File: src/rtl/serial_cfg_port.sv
module serial_cfg_port #(
  parameter int NREGS = 16,
  parameter logic [2:0] DEV_ID = 3'b010,
  parameter logic [1:0] REV = 2'b11,
  parameter int SYNC_STAGES = 2
) (
  input  logic               clk,
  input  logic               rst_n,
  input  logic               sclk,
  input  logic               sen_n,
  input  logic               sdio_in,
  output logic               sdio_out,
  output logic               sdio_oe,
  output logic               sdo,
  input  logic               pll_locked,
  input  logic               dll_locked,
  input  logic               ev_selftest,
  input  logic               ev_fifo,
  input  logic               ev_pattern,
  output logic [NREGS*8-1:0] cfg_q
);
  localparam int AW = 5;
  localparam int STAT_A = 0;
  localparam int ERR_A = 4;
  localparam int MODE_A = 5;
  localparam int MODE_BIT = 6;
  localparam int MUX_A = 14;

  function automatic logic [7:0] dflt(input int i);
    case (i)
      2: return 8'hC0;
      6: return 8'h0C;
      default: return 8'h00;
    endcase
  endfunction

  logic [SYNC_STAGES-1:0] sclk_sr, sen_sr, sdi_sr;
  logic sclk_q, sclk_d, sen_q, sdi_q, rise, fall;

  always_ff @(posedge clk or negedge rst_n)
    if (!rst_n) begin
      sclk_sr <= '0;
      sen_sr  <= '1;
      sdi_sr  <= '0;
      sclk_d  <= 1'b0;
    end else begin
      sclk_sr <= {sclk_sr[SYNC_STAGES-2:0], sclk};
      sen_sr  <= {sen_sr[SYNC_STAGES-2:0], sen_n};
      sdi_sr  <= {sdi_sr[SYNC_STAGES-2:0], sdio_in};
      sclk_d  <= sclk_q;
    end

  assign sclk_q = sclk_sr[SYNC_STAGES-1];
  assign sen_q  = sen_sr[SYNC_STAGES-1];
  assign sdi_q  = sdi_sr[SYNC_STAGES-1];
  assign rise   = sclk_q & ~sclk_d & ~sen_q;
  assign fall   = ~sclk_q & sclk_d & ~sen_q;

  logic [7:0] shin, shout, nb, rd_byte;
  logic [2:0] bitc;
  logic [1:0] left;
  logic [AW-1:0] ptr;
  logic in_cmd, rd_ph, wr_ph, done, dout;
  logic [7:0] regs [NREGS];
  logic [2:0] err, ev;
  logic wr_en;
  logic [AW-1:0] wr_addr;
  logic mode4;
  logic [2:0] msel;
  logic mux_o;

  assign nb = {shin[6:0], sdi_q};

  always_ff @(posedge clk or negedge rst_n)
    if (!rst_n) begin
      shin <= '0; bitc <= '0; left <= '0; ptr <= '0;
      in_cmd <= 1'b1; rd_ph <= 1'b0; wr_ph <= 1'b0; done <= 1'b0;
    end else if (sen_q) begin
      bitc <= '0; in_cmd <= 1'b1; rd_ph <= 1'b0; wr_ph <= 1'b0; done <= 1'b0;
    end else if (rise) begin
      shin <= nb;
      bitc <= bitc + 3'd1;
      if (bitc == 3'd7) begin
        if (in_cmd) begin
          in_cmd <= 1'b0;
          rd_ph  <= nb[7];
          wr_ph  <= ~nb[7];
          left   <= nb[6:5];
          ptr    <= nb[4:0];
        end else if (!done) begin
          ptr <= ptr + 1'b1;
          if (left == 2'd0) done <= 1'b1;
          else left <= left - 2'd1;
        end
      end
    end

  assign wr_en   = rise && bitc == 3'd7 && !in_cmd && wr_ph && !done;
  assign wr_addr = ptr;
  assign ev      = {ev_selftest, ev_fifo, ev_pattern};

  always_ff @(posedge clk or negedge rst_n)
    if (!rst_n) begin
      for (int i = 0; i < NREGS; i++) regs[i] <= dflt(i);
    end else if (wr_en) begin
      for (int i = 0; i < NREGS; i++)
        if (i != STAT_A && i != ERR_A && wr_addr == AW'(i)) regs[i] <= nb;
    end

  always_ff @(posedge clk or negedge rst_n)
    if (!rst_n) err <= '0;
    else if (wr_en && wr_addr == AW'(ERR_A)) err <= (err & nb[6:4]) | ev;
    else err <= err | ev;

  always_comb begin
    for (int i = 0; i < NREGS; i++) begin
      if (i == STAT_A) cfg_q[i*8 +: 8] = {pll_locked, dll_locked, 1'b0, DEV_ID, REV};
      else if (i == ERR_A) cfg_q[i*8 +: 8] = {1'b0, err, 4'b0};
      else cfg_q[i*8 +: 8] = regs[i];
    end
  end

  always_comb begin
    rd_byte = 8'h00;
    for (int i = 0; i < NREGS; i++)
      if (ptr == AW'(i)) rd_byte = cfg_q[i*8 +: 8];
  end

  always_ff @(posedge clk or negedge rst_n)
    if (!rst_n) begin
      shout <= '0; dout <= 1'b0;
    end else if (sen_q) begin
      dout <= 1'b0;
    end else if (fall && rd_ph) begin
      if (done) dout <= 1'b0;
      else if (bitc == 3'd0) begin
        dout  <= rd_byte[7];
        shout <= {rd_byte[6:0], 1'b0};
      end else begin
        dout  <= shout[7];
        shout <= {shout[6:0], 1'b0};
      end
    end

  assign mode4 = regs[MODE_A][MODE_BIT];
  assign msel  = regs[MUX_A][7:5];

  always_comb
    case (msel)
      3'd1: mux_o = pll_locked;
      3'd2: mux_o = dll_locked;
      3'd3: mux_o = err[2];
      3'd4: mux_o = err[1];
      3'd5: mux_o = err[0];
      3'd6: mux_o = |err;
      3'd7: mux_o = pll_locked & dll_locked;
      default: mux_o = 1'b0;
    endcase

  assign sdio_out = dout;
  assign sdio_oe  = rd_ph & ~sen_q & ~mode4;
  assign sdo      = mode4 ? (rd_ph & ~sen_q & dout) : mux_o;
endmodule

File: config.mk
export PLATFORM = sky130hd
export DESIGN_NAME = serial_cfg_port
export DESIGN_NICKNAME = d
export VERILOG_FILES = /design/src/rtl/serial_cfg_port.sv
export SDC_FILE = /design/constraint.sdc
export NUM_CORES = 1
export LEC_CHECK = 0
export ABC_AREA = 1
export CORE_UTILIZATION = 53
export DETAILED_ROUTE_END_ITERATION = 7
export GPL_TIMING_DRIVEN = 1
export HOLD_SLACK_MARGIN = 0.12
export PLACE_DENSITY = 0.84
export SLEW_MARGIN = 20
export SYNTH_ARGS = -nofsm -noshare
export SYNTH_HDL_FRONTEND = slang
export SYNTH_SLANG_ARGS = --single-unit
File: constraint.sdc
create_clock -name clk -period 2.3 [get_ports clk]
set_input_delay 0.345 -clock clk [delete_from_list [all_inputs] [get_ports clk]]
set_output_delay 0.345 -clock clk [all_outputs]
set_load 0.05 [all_outputs]
# Word level (Yosys, flattened, before mapping)
# Index checks and enable logic that the tools add are counted.
# W data, S select, Z words.
[word_totals]
ff_bits = 152
in_bits = 10
word_cells = 160
[op_classes]
add_sub_neg = 3
eq_ne = 26
mux = 48
bitwise = 17
reduce_logical = 37
[ops]
columns = ["op", "count"]
rows = [
  ["$mux W8", 17],
  ["$eq A5 B4 Y1 const B", 8],
  ["$reduce_and A2 Y1", 16],
  ["$mux W1", 22],
  ["$eq A5 B3 Y1 const B", 4],
  ["$eq A3 B3 Y1 const B", 5],
  ["$eq A5 B2 Y1 const B", 2],
  ["$mux W5", 2],
  ["$mux W3", 3],
  ["$reduce_and A3 Y1", 3],
  ["$and A1 B1 Y1", 8],
  ["$reduce_bool A2 Y1", 4],
  ["$pmux W1 S7", 1],
  ["$eq A3 B2 Y1 const B", 2],
  ["$logic_and A1 B1 Y1", 6],
  ["$mux W2", 3],
  ["$ne A2 B2 Y1 const B", 3],
  ["$not A1 Y1", 6],
  ["$or A3 B3 Y3", 2],
  ["$add A5 B1 Y5 const B", 1],
  ["$eq A5 B1 Y1 const B", 1],
  ["$logic_not A5 Y1", 1],
  ["$reduce_and A5 Y1", 1],
  ["$reduce_and A4 Y1", 1],
  ["8 further kinds", 9],
]

# Longest topological paths before layout
# Gate-level depths: netlist of run 1.
[depth]
depth_word = 21
depth_mapped = 23

# Worst setup path after synthesis of run 1
# Ideal clock, no wire load.
[synth_path]
kind = "reg2out"
start = "reg err[0]"
end = "out sdo"
arrival_ns = 2.268
required_ns = 1.955
slack_ns = -0.313
path_stages_with_launch = 9
n_path_buf = 0
cell_sequence = "dfrtp_1 -> inv_1 -> nand2_1 -> o21ai_0 -> a21oi_1 -> o21ai_0 -> nand2_1 -> inv_1 -> o21ai_0"
[synth_between]
elab_chain_len = 3
[synth_lines]
columns = ["item", "line_no", "source"]
rows = [
  ["from (decl)", "65", "logic [2:0] err, ev;"],
  ["from (signal assigned)", "112", "else if (wr_en && wr_addr == AW'(ERR_A)) err <= (err & nb[6:4]) | ev;"],
  ["from (signal assigned)", "113", "else err <= err | ev;"],
  ["$reduce_or A3 Y1", "155", "3'd6: mux_o = |err;"],
  ["$pmux W1 S7 (*)", "149", "case (msel)"],
  ["$mux W1 (*)", "162", "assign sdo = mode4 ? (rd_ph & ~sen_q & dout) : mux_o;"],
  ["to (decl)", "14", "output logic sdo,"],
]
# Mark *: on every way between the ends. The rest lies on a longest branch, timed or not.

# Worst setup path after layout of run 1
[layout_path]
start = "reg ptr[0]"
end = "reg dout (netlist: sdio_out)"
[layout_between]
elab_chain_len = 21
word_cells_on_any_way = 36
[layout_lines]
columns = ["item", "line_no", "source"]
rows = [
  ["from (decl)", "62", "logic [AW-1:0] ptr;"],
  ["from (signal assigned)", "89", "ptr <= nb[4:0];"],
  ["from (signal assigned)", "91", "ptr <= ptr + 1'b1;"],
  ["$logic_not A5 Y1", "126", "if (ptr == AW'(i)) rd_byte = cfg_q[i*8 +: 8];"],
  ["$mux W8 (15 in a row)", "126", ""],
  ["$mux W8 (*)", "126", ""],
  ["$mux W1 (*)", "136", "else if (bitc == 3'd0) begin"],
  ["$mux W1 (*)", "135", "if (done) dout <= 1'b0;"],
  ["$mux W1 (*)", "134", "end else if (fall && rd_ph) begin"],
  ["$mux W1 (*)", "132", "end else if (sen_q) begin"],
  ["to (signal assigned)", "137", "dout <= rd_byte[7];"],
  ["to (signal assigned)", "140", "dout <= shout[7];"],
  ["to (decl)", "63", "logic in_cmd, rd_ph, wr_ph, done, dout;"],
]
# Mark *: on every way between the ends. The rest lies on a longest branch, timed or not. The select of a mux whose other input is x is not followed.
# A chain may end at the register's enable or synchronous reset.

==> results of run 1 <==
worst paths after layout:
kind	from	slack, ns	cells past startpoint	to
max	ptr[0]	-0.12	23	sdio_out
min	sen_n	0.32	1	sen_sr[0]
max reg2reg	ptr[0]	-0.12	23	sdio_out
min reg2reg	sen_sr[0]	0.36	0	sen_sr[1]
max in group asynchronous	rst_n	1.11	3	cfg_q[51]
min in group asynchronous	rst_n	0.48	2	cfg_q[17]
cell usage in the layout, fill, tap and decap left out, types with 14 or more instances in the layout:
| cell | instances |
|---|---|
| o21ai_0 | 148 |
| clkbuf_16 | 17 |
| dfrtp_1 | 139 |
| nand2_4 | 14 |
| nor2_1 | 30 |
| or2_2 | 16 |
| buf_4 | 31 |
| nand3_1 | 28 |
| clkdlybuf4s50_1 | 124 |
| nand2_1 | 299 |
| inv_1 | 73 |
worst reg2reg max path, stage by stage (launching register included):
cell and delay, ns:
dfrtp_2 0.46, inv_4 0.11, ha_4 0.13, inv_2 0.04
nor2_4 0.15, buf_6 0.12, nand3_2 0.05, nand2_1 0.08
o211ai_1 0.09, nand2_1 0.09, nand2_1 0.06, nand2_1 0.09
nand2_1 0.07, nand3_1 0.08, nand2_1 0.08, nand3_1 0.10
nand3_1 0.08, nand3_1 0.08, nand2_1 0.07, nand2_1 0.09
nand2_1 0.06, nand2_1 0.06, nand2_1 0.06, nand2_1 0.06
stage by stage:
stage / hold slack, ns / TNS, ns / instances / cell area (µm²)
floorplan: 0.0494 / 0 / 943 / 7640
detailed placement: 0.342 / -1.53 / 1230 / 9060
global route: 0.317 / -1.23 / 1273 / 9980
CTS: 0.322 / -0.0872 / 1266 / 9810
global placement: 0.343 / -0.730 / 1230 / 9060
finish: 0.320 / -0.195 / 1273 / 9980
final cells by class:
cell class                 count  area share
multi-input combinational    654       0.338
clock inverter                12      0.0150
inverter                      93      0.0375
tap                          180      0.0226
clock buffer                  20      0.0468
timing repair buffer         163       0.160
sequential                   151       0.380
flip-flops by register name (all words and copies together) (netlist names), 2 cells and up:
| name | cells |
|---|---|
| sen_sr | 2 |
| bitc | 3 |
| left | 2 |
| sdi_sr | 2 |
| ptr | 5 |
| sclk_sr | 2 |
| shin | 7 |
| cfg_q | 112 |
| shout | 7 |
| err | 3 |
metal layers:
layer  wire [µm]  share of wire  global-route usage  vias to the layer above
li1            -              -                   -                     3263
met1        8670           0.39               0.402                     3382
met2       10900           0.49               0.511                      389
met3        1860          0.084              0.0632                       72
met4         770          0.035               0.171                        0
met5           0              0                   0                        -
logic make-up (layout without fill, tap and decap cells):
logic type / count (synthesis) / count (layout) / share of synthesized area
AO/OA/AOI/OAI: 190 / 190 / 0.132
adder cells (fa/ha/maj): 9 / 9 / 0.0148
buffers and inverters: 138 / 288 / 0.0890
flip-flops: 151 / 151 / 0.498
other: 2 / 11 / 0.000987
AND/OR/NAND/NOR: 444 / 444 / 0.266
what timing repair did:
item	in CTS	in global routing
hold endpoints to repair	58	0
buffers inserted	3	7
hold buffers	1	0
pin swaps	15	12
gates resized for setup	33	33
setup endpoints to repair	8	28
report_power, final:
part,total (W),internal (W),switching (W)
sequential,0.00276,0.00272,0.0000454
combinational,0.000461,0.0000891,0.000372
clock,0.00291,0.00178,0.00113
==> run metrics, run 1 <==
status complete, but fails checks; failing checks setup timing; htree depth 4; Max Root-Sink Buffers 2; Die ar. 14,800 µm²; number of synthesis warnings 0; first-pass GRT wire length 35,300 µm; WP data required 2.68 ns; CTS tree done; initial antenna violation count 0; commonest cells in the netlist nand2_1, o21ai_0, dfrtp_1; Clock Pin Slew Worst Setup and Hold Paths 0.06 ns; Tot GR Track Use 0.317; ANT nets after route 0; number of setup violations in the final report 3; # DRC 0; share of layout cells above drive strength 1 0.165; synth top area cells dfrtp_1, nand2_1, o21ai_0, inv_1, nand3_1; Crit Path Class flip-flop to flip-flop; gr ovfl total 0; Max Cap Violations 0; nets@finish 1,099; type of origin of the critical path flip-flop; area leader, netlist dfrtp_1; sequential element share of the synthesized area 0.498; Slew Viols, Final 0; Antenna Cells 0; Buffers & Inverters on Critical Path 3; drt initial violations 730; Tmin final 2.42 ns; Synth Flop Type dfrtp_1; cell with the most instances after synthesis nand2_1; CP max stage delay 0.46 ns; CTS Buf Count 17; VDD IR max 0.488 mV; Pre-Repair DR Iteration Count 5; RSZ-0062 raised after global routing yes; worst setup margin -0.124 ns; leakage power 4.78 nW; Yosys cell types 38; syn_area_per_cell 8.15 µm²; Root Driver clkbuf_16; worst-margin pin slew 0.823 ns; overall power 0.00614 W; Post-synth EDFFs 0; DR WL/cell 17.5 µm; Worst Path Arrival 2.80 ns; Core Region 13,900 µm²; post-synth top area share 0.474; die height 122 µm; Slew Limit Headroom 0.451; Crit path max-delay family simple AND/OR/NAND/NOR gates; drt total wl 22,200 µm; RD Place Congestion 0.870; Worst Hold Class primary input to flip-flop; DR vias 7,106; Vias/cell 5.58; vias in the first global route 6,819; max frequency 413 MHz; row count 43; Critical Path Most Common Cell nand2_1; final period utilization 1.05; DP HPWL 14,500 µm; Max Fanout on Critical Path 4; die width 122 µm; port bufs 129; P per Cell Area 615 nW/µm²; CP max stage cell dfrtp_2; post-synthesis cell area 7610 µm²; skew final 0.0101 ns; Gate Count Post-Synth 934; I/O pin count 141; Core Util, Final 0.716; final hold vios 0; largest net degree at the start of global routing 67; crit end category flip-flop; initial core utilization 0.546; fill cell count 1,003; Seq cells post-synth 151; sequential cell area 3790 µm²; area delta synth->final 31.2%; area of the multi-input gates 3370 µm²; Post-synth ARST share 1.00; CTS sink cnt 151; Setup Slack @ Placement -0.296 ns; worst path cell trace inv_4 > ha_4 > inv_2 > nor2_4 > buf_6 > nand3_2 > nand2_1 > o211ai_1 > nand2_1 > nand2_1 > nand2_1 > nand2_1 > nand3_1 > nand2_1 > nand3_1 > nand3_1 > nand3_1 > nand2_1 > nand2_1 > nand2_1 > nand2_1 > nand2_1 > nand2_1; worst-skew pair later-pin latency 0.44 ns
(Power assumes the default switching activity.)
==> run 2: changes to the inputs <==
--- a/config.mk
+++ b/config.mk
@@ -6,11 +6,11 @@
 export NUM_CORES = 1
 export LEC_CHECK = 0
 export ABC_AREA = 1
-export CORE_UTILIZATION = 53
+export CORE_UTILIZATION = 25
 export DETAILED_ROUTE_END_ITERATION = 7
 export GPL_TIMING_DRIVEN = 1
 export HOLD_SLACK_MARGIN = 0.12
-export PLACE_DENSITY = 0.84
+export PLACE_DENSITY = 0.47
 export SLEW_MARGIN = 20
 export SYNTH_ARGS = -nofsm -noshare
 export SYNTH_HDL_FRONTEND = slang
==> run 2 against run 1 <==
Compared with the run above: the flow still finishes with violations (setup timing); clock power hardly changed; worst setup slack better by 0.097 ns; via count is 6.1% lower; power is 0.30% higher; final cell count is 19% higher; worst hold slack better by 0.034 ns; wire length is 14% higher; final area is 6.0% higher; critical path type unchanged; largest cell class unchanged; largest power group unchanged.
==> run metrics, run 2 (synthesis results as in run 1) <==
Pre-Repair DR Iteration Count 5 (unchanged); Worst Path Arrival 2.64 ns (was 2.80 ns); die height 176 µm (was 122 µm); WP data required 2.61 ns (was 2.68 ns); worst setup margin -0.0264 ns (was -0.124 ns); commonest non-fill, non-tap cell in the layout nand2_1 (unchanged); port bufs 129 (unchanged); Met3 Wirelength 914 µm (was 1860 µm); Tmin final 2.33 ns (was 2.42 ns); largest net degree at the start of global routing 51 (was 67); Clock Pin Slew Worst Setup and Hold Paths 0.06 ns (about the same); initial antenna violation count 0 (unchanged); area delta synth->final 39.0% (was 31.2%); Tot GR Track Use 0.171 (was 0.317); overall power 0.00616 W (was 0.00614 W); min-delay src sclk_sr[0] (was sen_n); initial core utilization 0.255 (was 0.546); htree depth 4 (unchanged); Slew Limit Headroom 0.421 (was 0.451); number of setup violations in the final report 2 (was 3); Die ar. 31,100 µm² (was 14,800 µm²); VDD IR max 0.436 mV (was 0.488 mV); RD Place Congestion 0.821 (was 0.870); nets@finish 1,129 (was 1,099); reg2reg path depth 18 (was 23); first-pass GRT wire length 40,200 µm (was 35,300 µm); Hold WS 0.355 ns (was 0.320 ns); Antenna Cells 0 (unchanged); DP HPWL 18,300 µm (was 14,500 µm); skew final 0.0141 ns (was 0.0101 ns); I/O pin count 141 (unchanged); failing checks setup timing (unchanged); P per Cell Area 582 nW/µm² (was 615 nW/µm²); leakage power 4.91 nW (was 4.78 nW); CTS Buf Count 17 (unchanged); DR vias 6,671 (was 7,106); gr ovfl total 0 (unchanged); CTS sink cnt 151 (unchanged); DRT met1 WL 12,000 µm (was 8670 µm); CTS tree done (unchanged); Core Region 29,800 µm² (was 13,900 µm²); RR Startpoint ptr[0] (unchanged); Root Driver clkbuf_16 (unchanged); Critical R2R Capture shout[2] (was sdio_out); Worst Hold Class flip-flop to flip-flop (was primary input to flip-flop); uppermost routed layer met4 (unchanged); Core Util, Final 0.355 (was 0.716); most frequent cells in the layout nand2_1, o21ai_0, dfrtp_1 (unchanged); drt total wl 25,500 µm (was 22,200 µm); r2r setup slk -0.03 ns (was -0.12 ns); Max Cap Violations 0 (unchanged); TNS Setup -0.0496 ns (was -0.195 ns); Max Root-Sink Buffers 2 (unchanged); worst-skew pair later-pin latency 0.43 ns (was 0.44 ns); crit end category flip-flop (unchanged); worst-margin pin slew 0.868 ns (was 0.823 ns); row count 63 (was 43); DR WL/cell 16.8 µm (was 17.5 µm); vias in the first global route 6,752 (was 6,819); die width 176 µm (was 122 µm); final hold vios 0 (unchanged); drt initial violations 429 (was 730); type of origin of the critical path flip-flop (unchanged); max frequency 430 MHz (was 413 MHz); ANT nets after route 0 (unchanged); Worst Hold Depth 0 (was 1); # DRC 0 (unchanged); Max Fanout on Critical Path 6 (was 4); RSZ-0062 raised after global routing yes (unchanged); share of layout cells above drive strength 1 0.202 (was 0.165); Slew Viols, Final 0 (unchanged); max reg flops 112 (unchanged); Vias/cell 4.41 (was 5.58); Hold EP sclk_sr[1] (was sen_sr[0]); met2 WL post-DR 12,200 µm (was 10,900 µm); Crit Path Class flip-flop to flip-flop (unchanged); final period utilization 1.01 (was 1.05); status complete, but fails checks (unchanged)
[run 2: cell count changes in the layout (fill, tap and decap cells not counted), moves of 6 or more]
cell,before,now
buf_6,3,12
nand3_1,28,22
nand2_1,299,287
nand3_2,13,19
buf_4,31,53
nand2_2,8,20
[run 2: final cells by class]
| class | count | area (µm²) |
|---|---|---|
| Multi-Input combinational cell | 654 | 3470 |
| Inverter | 93 | 382 |
| Fill cell | 3131 | 19200 |
| Tap cell | 390 | 488 |
| Sequential cell | 151 | 3790 |
| Clock inverter | 7 | 90.1 |
| Clock buffer | 25 | 515 |
| Timing Repair Buffer | 193 | 1840 |
[run 2: through the flow]
stage / setup slack [ns] / instances / instance area (µm²)
finish: -0.0264 / 1513 / 10600
global route: -0.179 / 1513 / 10600
CTS: -0.0503 / 1511 / 10400
detailed placement: -0.222 / 1465 / 9500
global placement: -0.216 / 1465 / 9500
floorplan: 0.0660 / 943 / 7640
[run 2: power by group]
part,internal [W],leakage (nW),switching [W]
combinational,0.0000958,2.58,0.000392
clock,0.00177,0.295,0.00114
sequential,0.00272,2.04,0.0000415
total,0.00458,4.91,0.00157
[run 2: critical path: stages, from the launching register on]
cell and delay [ns]:
dfrtp_2 0.47, inv_4 0.11, ha_4 0.16, nand2_8 0.07
inv_6 0.09, nand2_4 0.07, or2_2 0.29, nand3_2 0.09
nand3_2 0.09, nand3_2 0.08, nand3_2 0.09, nand3_2 0.09
nand2_1 0.05, nand2_1 0.07, nand4_1 0.13, nand2_1 0.11
nand2_1 0.05, nand2_1 0.06, a21boi_2 0.05
[run 2: how the worst max path moves through the flow]
stage | start | to | slack [ns] | depth (start not counted)
2_1_floorplan | err[0] | sdo | 0.07 | 8
3_3_place_gp | ptr[0] | shout[2] | -0.22 | 17
3_5_place_dp | ptr[0] | shout[2] | -0.22 | 17
4_1_cts | ptr[0] | shout[7] | -0.05 | 21
5_1_grt | ptr[1] | shout[2] | -0.18 | 22
6_report | ptr[0] | shout[2] | -0.03 | 18
[run 2: metal layers]
metal  track usage  up-vias
met4        0.0460        0
li1              -     3323
met1         0.232     3175
met3        0.0273       25
met5             0        -
met2         0.283      148
[run 2: repair_timing]
action / 4_1_cts / 5_1_grt
hold endpoints to repair: 38 / 0
gates cloned: 0 / 0
hold buffers: 1 / 0
gates resized for setup: 49 / 51
setup endpoints to repair: 7 / 40
setup buffers: 13 / 2
pin swaps: 31 / 38
==> run 3: changes to the inputs <==
--- a/config.mk
+++ b/config.mk
@@ -5,11 +5,11 @@
 export SDC_FILE = /design/constraint.sdc
 export NUM_CORES = 1
 export LEC_CHECK = 0
-export ABC_AREA = 1
 export CORE_UTILIZATION = 25
 export DETAILED_ROUTE_END_ITERATION = 7
 export GPL_TIMING_DRIVEN = 1
 export HOLD_SLACK_MARGIN = 0.12
+export MAX_ROUTING_LAYER = met4
 export PLACE_DENSITY = 0.47
 export SLEW_MARGIN = 20
 export SYNTH_ARGS = -nofsm -noshare
==> run 3 against run 2 <==
Compared with the run above: sequential share of layout area is 2.0 points lower; the run now ends clean; worst hold slack got worse by 0.021 ns; largest power group unchanged; clock power up 6%; largest cell class is now multi-input combinational cells; sequential power grew 6%; clock skew down 0.0033 ns; first-iteration DRC count down 3.0%.
==> run metrics, run 3 <==
r2r setup slk 0.02 ns (was -0.03 ns); worst setup margin 0.0201 ns (was -0.0264 ns); CP max stage delay 0.46 ns (was 0.47 ns); Yosys cell types 71 (was 38); die height 182 µm (was 176 µm); DRT met1 WL 13,900 µm (was 12,000 µm); Critical R2R Capture shout[4] (was shout[2]); Slew Viols, Final 0 (unchanged); WP data required 2.67 ns (was 2.61 ns); row count 65 (was 63); Hold WS 0.333 ns (was 0.355 ns); most frequent cells in the layout dfrtp_1, clkdlybuf4s50_1, buf_4 (was nand2_1, o21ai_0, dfrtp_1); crit end category flip-flop (unchanged); largest net degree at the start of global routing 60 (was 51); Gate Count Post-Synth 711 (was 934); Hold EP sen_sr[0] (was sclk_sr[1]); leakage power 4.99 nW (was 4.91 nW); fill cell count 3,124 (was 3,131); Clock Pin Slew Worst Setup and Hold Paths 0.06 ns (about the same); final period utilization 0.991 (was 1.01); CTS sink cnt 151 (unchanged); status finished clean (was complete, but fails checks); Met3 Wirelength 956 µm (was 914 µm); RSZ-0062 raised after global routing yes (unchanged); vias in the first global route 6,595 (was 6,752); CTS Buf Count 17 (unchanged); RD Place Congestion 0.880 (was 0.821); Vias/cell 4.90 (was 4.41); Critical path origin ptr[0] (unchanged); number of setup violations in the final report 0 (was 2); VDD IR max 0.451 mV (was 0.436 mV); Tot GR Track Use 0.184 (was 0.171); ANT nets after route 0 (unchanged); Die ar. 33,000 µm² (was 31,100 µm²); commonest non-fill, non-tap cell in the layout dfrtp_1 (was nand2_1); CTS tree done (unchanged); DP HPWL 21,700 µm (was 18,300 µm); P per Cell Area 585 nW/µm² (was 582 nW/µm²); DR vias 6,493 (was 6,671); Critical Path Most Common Cell buf_4; RR Startpoint ptr[0] (unchanged); max reg flops 112 (unchanged); Worst Hold Depth 1 (was 0); gr ovfl total 0 (unchanged); type of origin of the critical path flip-flop (unchanged); cell with the most instances after synthesis dfrtp_1 (was nand2_1); htree depth 4 (unchanged); worst-margin pin slew 0.993 ns (was 0.868 ns); post-synthesis cell area 8080 µm² (was 7610 µm²); port bufs 129 (unchanged); Tmin final 2.28 ns (was 2.33 ns); Seq cells post-synth 151 (unchanged); area delta synth->final 38.5% (was 39.0%); Slew Limit Headroom 0.338 (was 0.421); first-pass GRT wire length 43,400 µm (was 40,200 µm); reg2reg path depth 10 (was 18); Core Region 31,600 µm² (was 29,800 µm²); Max Fanout on Critical Path 8 (was 6); number of synthesis warnings 0 (unchanged); syn_area_per_cell 11.4 µm² (was 8.15 µm²); Max Root-Sink Buffers 2 (unchanged); synth top area cells dfrtp_1, mux2_4, mux2_2, o21ai_0, a21oi_1 (was dfrtp_1, nand2_1, o21ai_0, inv_1, nand3_1); worst path cell trace inv_1 > ha_2 > buf_4 > nand2b_1 > nand2_1 > a21oi_1 > o32ai_1 > buf_4 > o211ai_1 > a21bo_2 (was inv_4 > ha_4 > nand2_8 > inv_6 > nand2_4 > or2_2 > nand3_2 > nand3_2 > nand3_2 > nand3_2 > nand3_2 > nand2_1 > nand2_1 > nand4_1 > nand2_1 > nand2_1 > nand2_1 > a21boi_2); Post-synth EDFFs 0 (unchanged); Root Driver clkbuf_16 (unchanged); Worst Hold Class primary input to flip-flop (was flip-flop to flip-flop); Crit path max-delay family compound AO/OA/AOI/OAI gates (was simple AND/OR/NAND/NOR gates); area leader, netlist dfrtp_1 (unchanged); initial antenna violation count 0 (unchanged); nets@finish 929 (was 1,129); uppermost routed layer met4 (unchanged); Crit Path Class flip-flop to flip-flop (unchanged); Buffers & Inverters on Critical Path 3 (was 2); Max Cap Violations 0 (unchanged); Post-synth ARST share 1.00 (unchanged); skew final 0.0109 ns (was 0.0141 ns); Worst Path Arrival 2.65 ns (was 2.64 ns); min-delay src sen_n (was sclk_sr[0]); TNS Setup 0 ns (was -0.0496 ns); max frequency 439 MHz (was 430 MHz); Synth Flop Type dfrtp_1 (unchanged); commonest cells in the netlist dfrtp_1, mux2_4, o21ai_0 (was nand2_1, o21ai_0, dfrtp_1); worst-skew pair later-pin latency 0.43 ns (about the same); DR WL/cell 21.7 µm (was 16.8 µm); Setup Slack @ Placement -0.190 ns (was -0.222 ns); I/O pin count 141 (unchanged); met2 WL post-DR 13,600 µm (was 12,200 µm); drt total wl 28,800 µm (was 25,500 µm); CP max stage cell o32ai_1 (was dfrtp_2); Pre-Repair DR Iteration Count 4 (was 5); Antenna Cells 0 (unchanged); die width 182 µm (was 176 µm); drt initial violations 416 (was 429); initial core utilization 0.255 (about the same); sequential element share of the synthesized area 0.469 (was 0.498); # DRC 0 (unchanged); share of layout cells above drive strength 1 0.324 (was 0.202); post-synth top area share 0.446 (was 0.474); final hold vios 0 (unchanged)
[run 3: cell types whose count changed after synthesis, sizes merged, moves of 14 or more]
cell	change
nor3	+14
nand3	-27
nand2	-265
a21oi	+28
o21ai	-110
mux2	+104
inv	-77
or2	-24
[run 3: worst max path at each step]
stage	endpoint	slack (ns)	depth (start not counted)
after floorplan	shout[4]	0.01	11
after global placement	shout[7]	-0.16	7
after detailed placement	sdio_out	-0.19	8
after CTS	sdo	0.004	7
after global routing	shout[4]	-0.03	9
final	shout[4]	0.02	10
[run 3: what timing repair did]
item,in CTS,in global routing
hold buffers,1,0
setup buffers,0,4
setup endpoints to repair,7,10
endpoints found under the hold margin,39,0
pin swaps,2,4
gates resized for setup,14,18
[run 3: per-stage QoR]
step,total power [W],std cells,area (µm²),util
final,0.00655,1324,11200,0.354
after CTS,0.00665,1321,11100,0.350
after global placement,0.00351,1289,10400,0.328
after detailed placement,0.00351,1289,10400,0.328
after global routing,0.00679,1324,11200,0.354
after floorplan,0.00312,720,8120,-
[run 3: cell families (layout without fill, tap and decap cells)]
kind of cell,Yosys count,after routing,synth area share
flip-flops,151,151,0.469
AND/OR/NAND/NOR,192,192,0.147
XOR/XNOR,1,1,0.00108
buffers and inverters,72,274,0.0476
adder cells (fa/ha/maj),9,9,0.0139
multiplexers,105,105,0.176
other,2,11,0.000930
AO/OA/AOI/OAI,179,179,0.145
[run 3: layer usage]
layer | up-vias | track usage
met1 | 3301 | 0.252
met2 | 181 | 0.285
met4 | 0 | 0.0407
met3 | 20 | 0.0277
li1 | 2991 | -
met5 | - | -
[run 3: power breakdown]
| group | switching [W] | internal (W) | total (W) |
|---|---|---|---|
| Sequential | 0.000218 | 0.00271 | 0.00293 |
| Clock | 0.00116 | 0.00193 | 0.00309 |
| Combinational | 0.000367 | 0.000159 | 0.000526 |
| Total | 0.00175 | 0.00480 | 0.00655 |
[run 3: worst register-to-register path, cell delays in order (launching register included)]
cell and delay, ns:
dfrtp_1 0.41, inv_1 0.10, ha_2 0.23, buf_4 0.17
nand2b_1 0.18, nand2_1 0.14, a21oi_1 0.05, o32ai_1 0.46
buf_4 0.21, o211ai_1 0.09, a21bo_2 0.19
[run 3: layout make-up]
cell class,instances,area (µm²),share of cell area
Clock inverter,10,166,0.0149
Multi-Input combinational cell,497,4050,0.362
Inverter,15,57.6,0.00515
Timing Repair Buffer,228,2140,0.191
Tap cell,402,503,0.0450
Clock buffer,21,480,0.0430
Sequential cell,151,3790,0.339
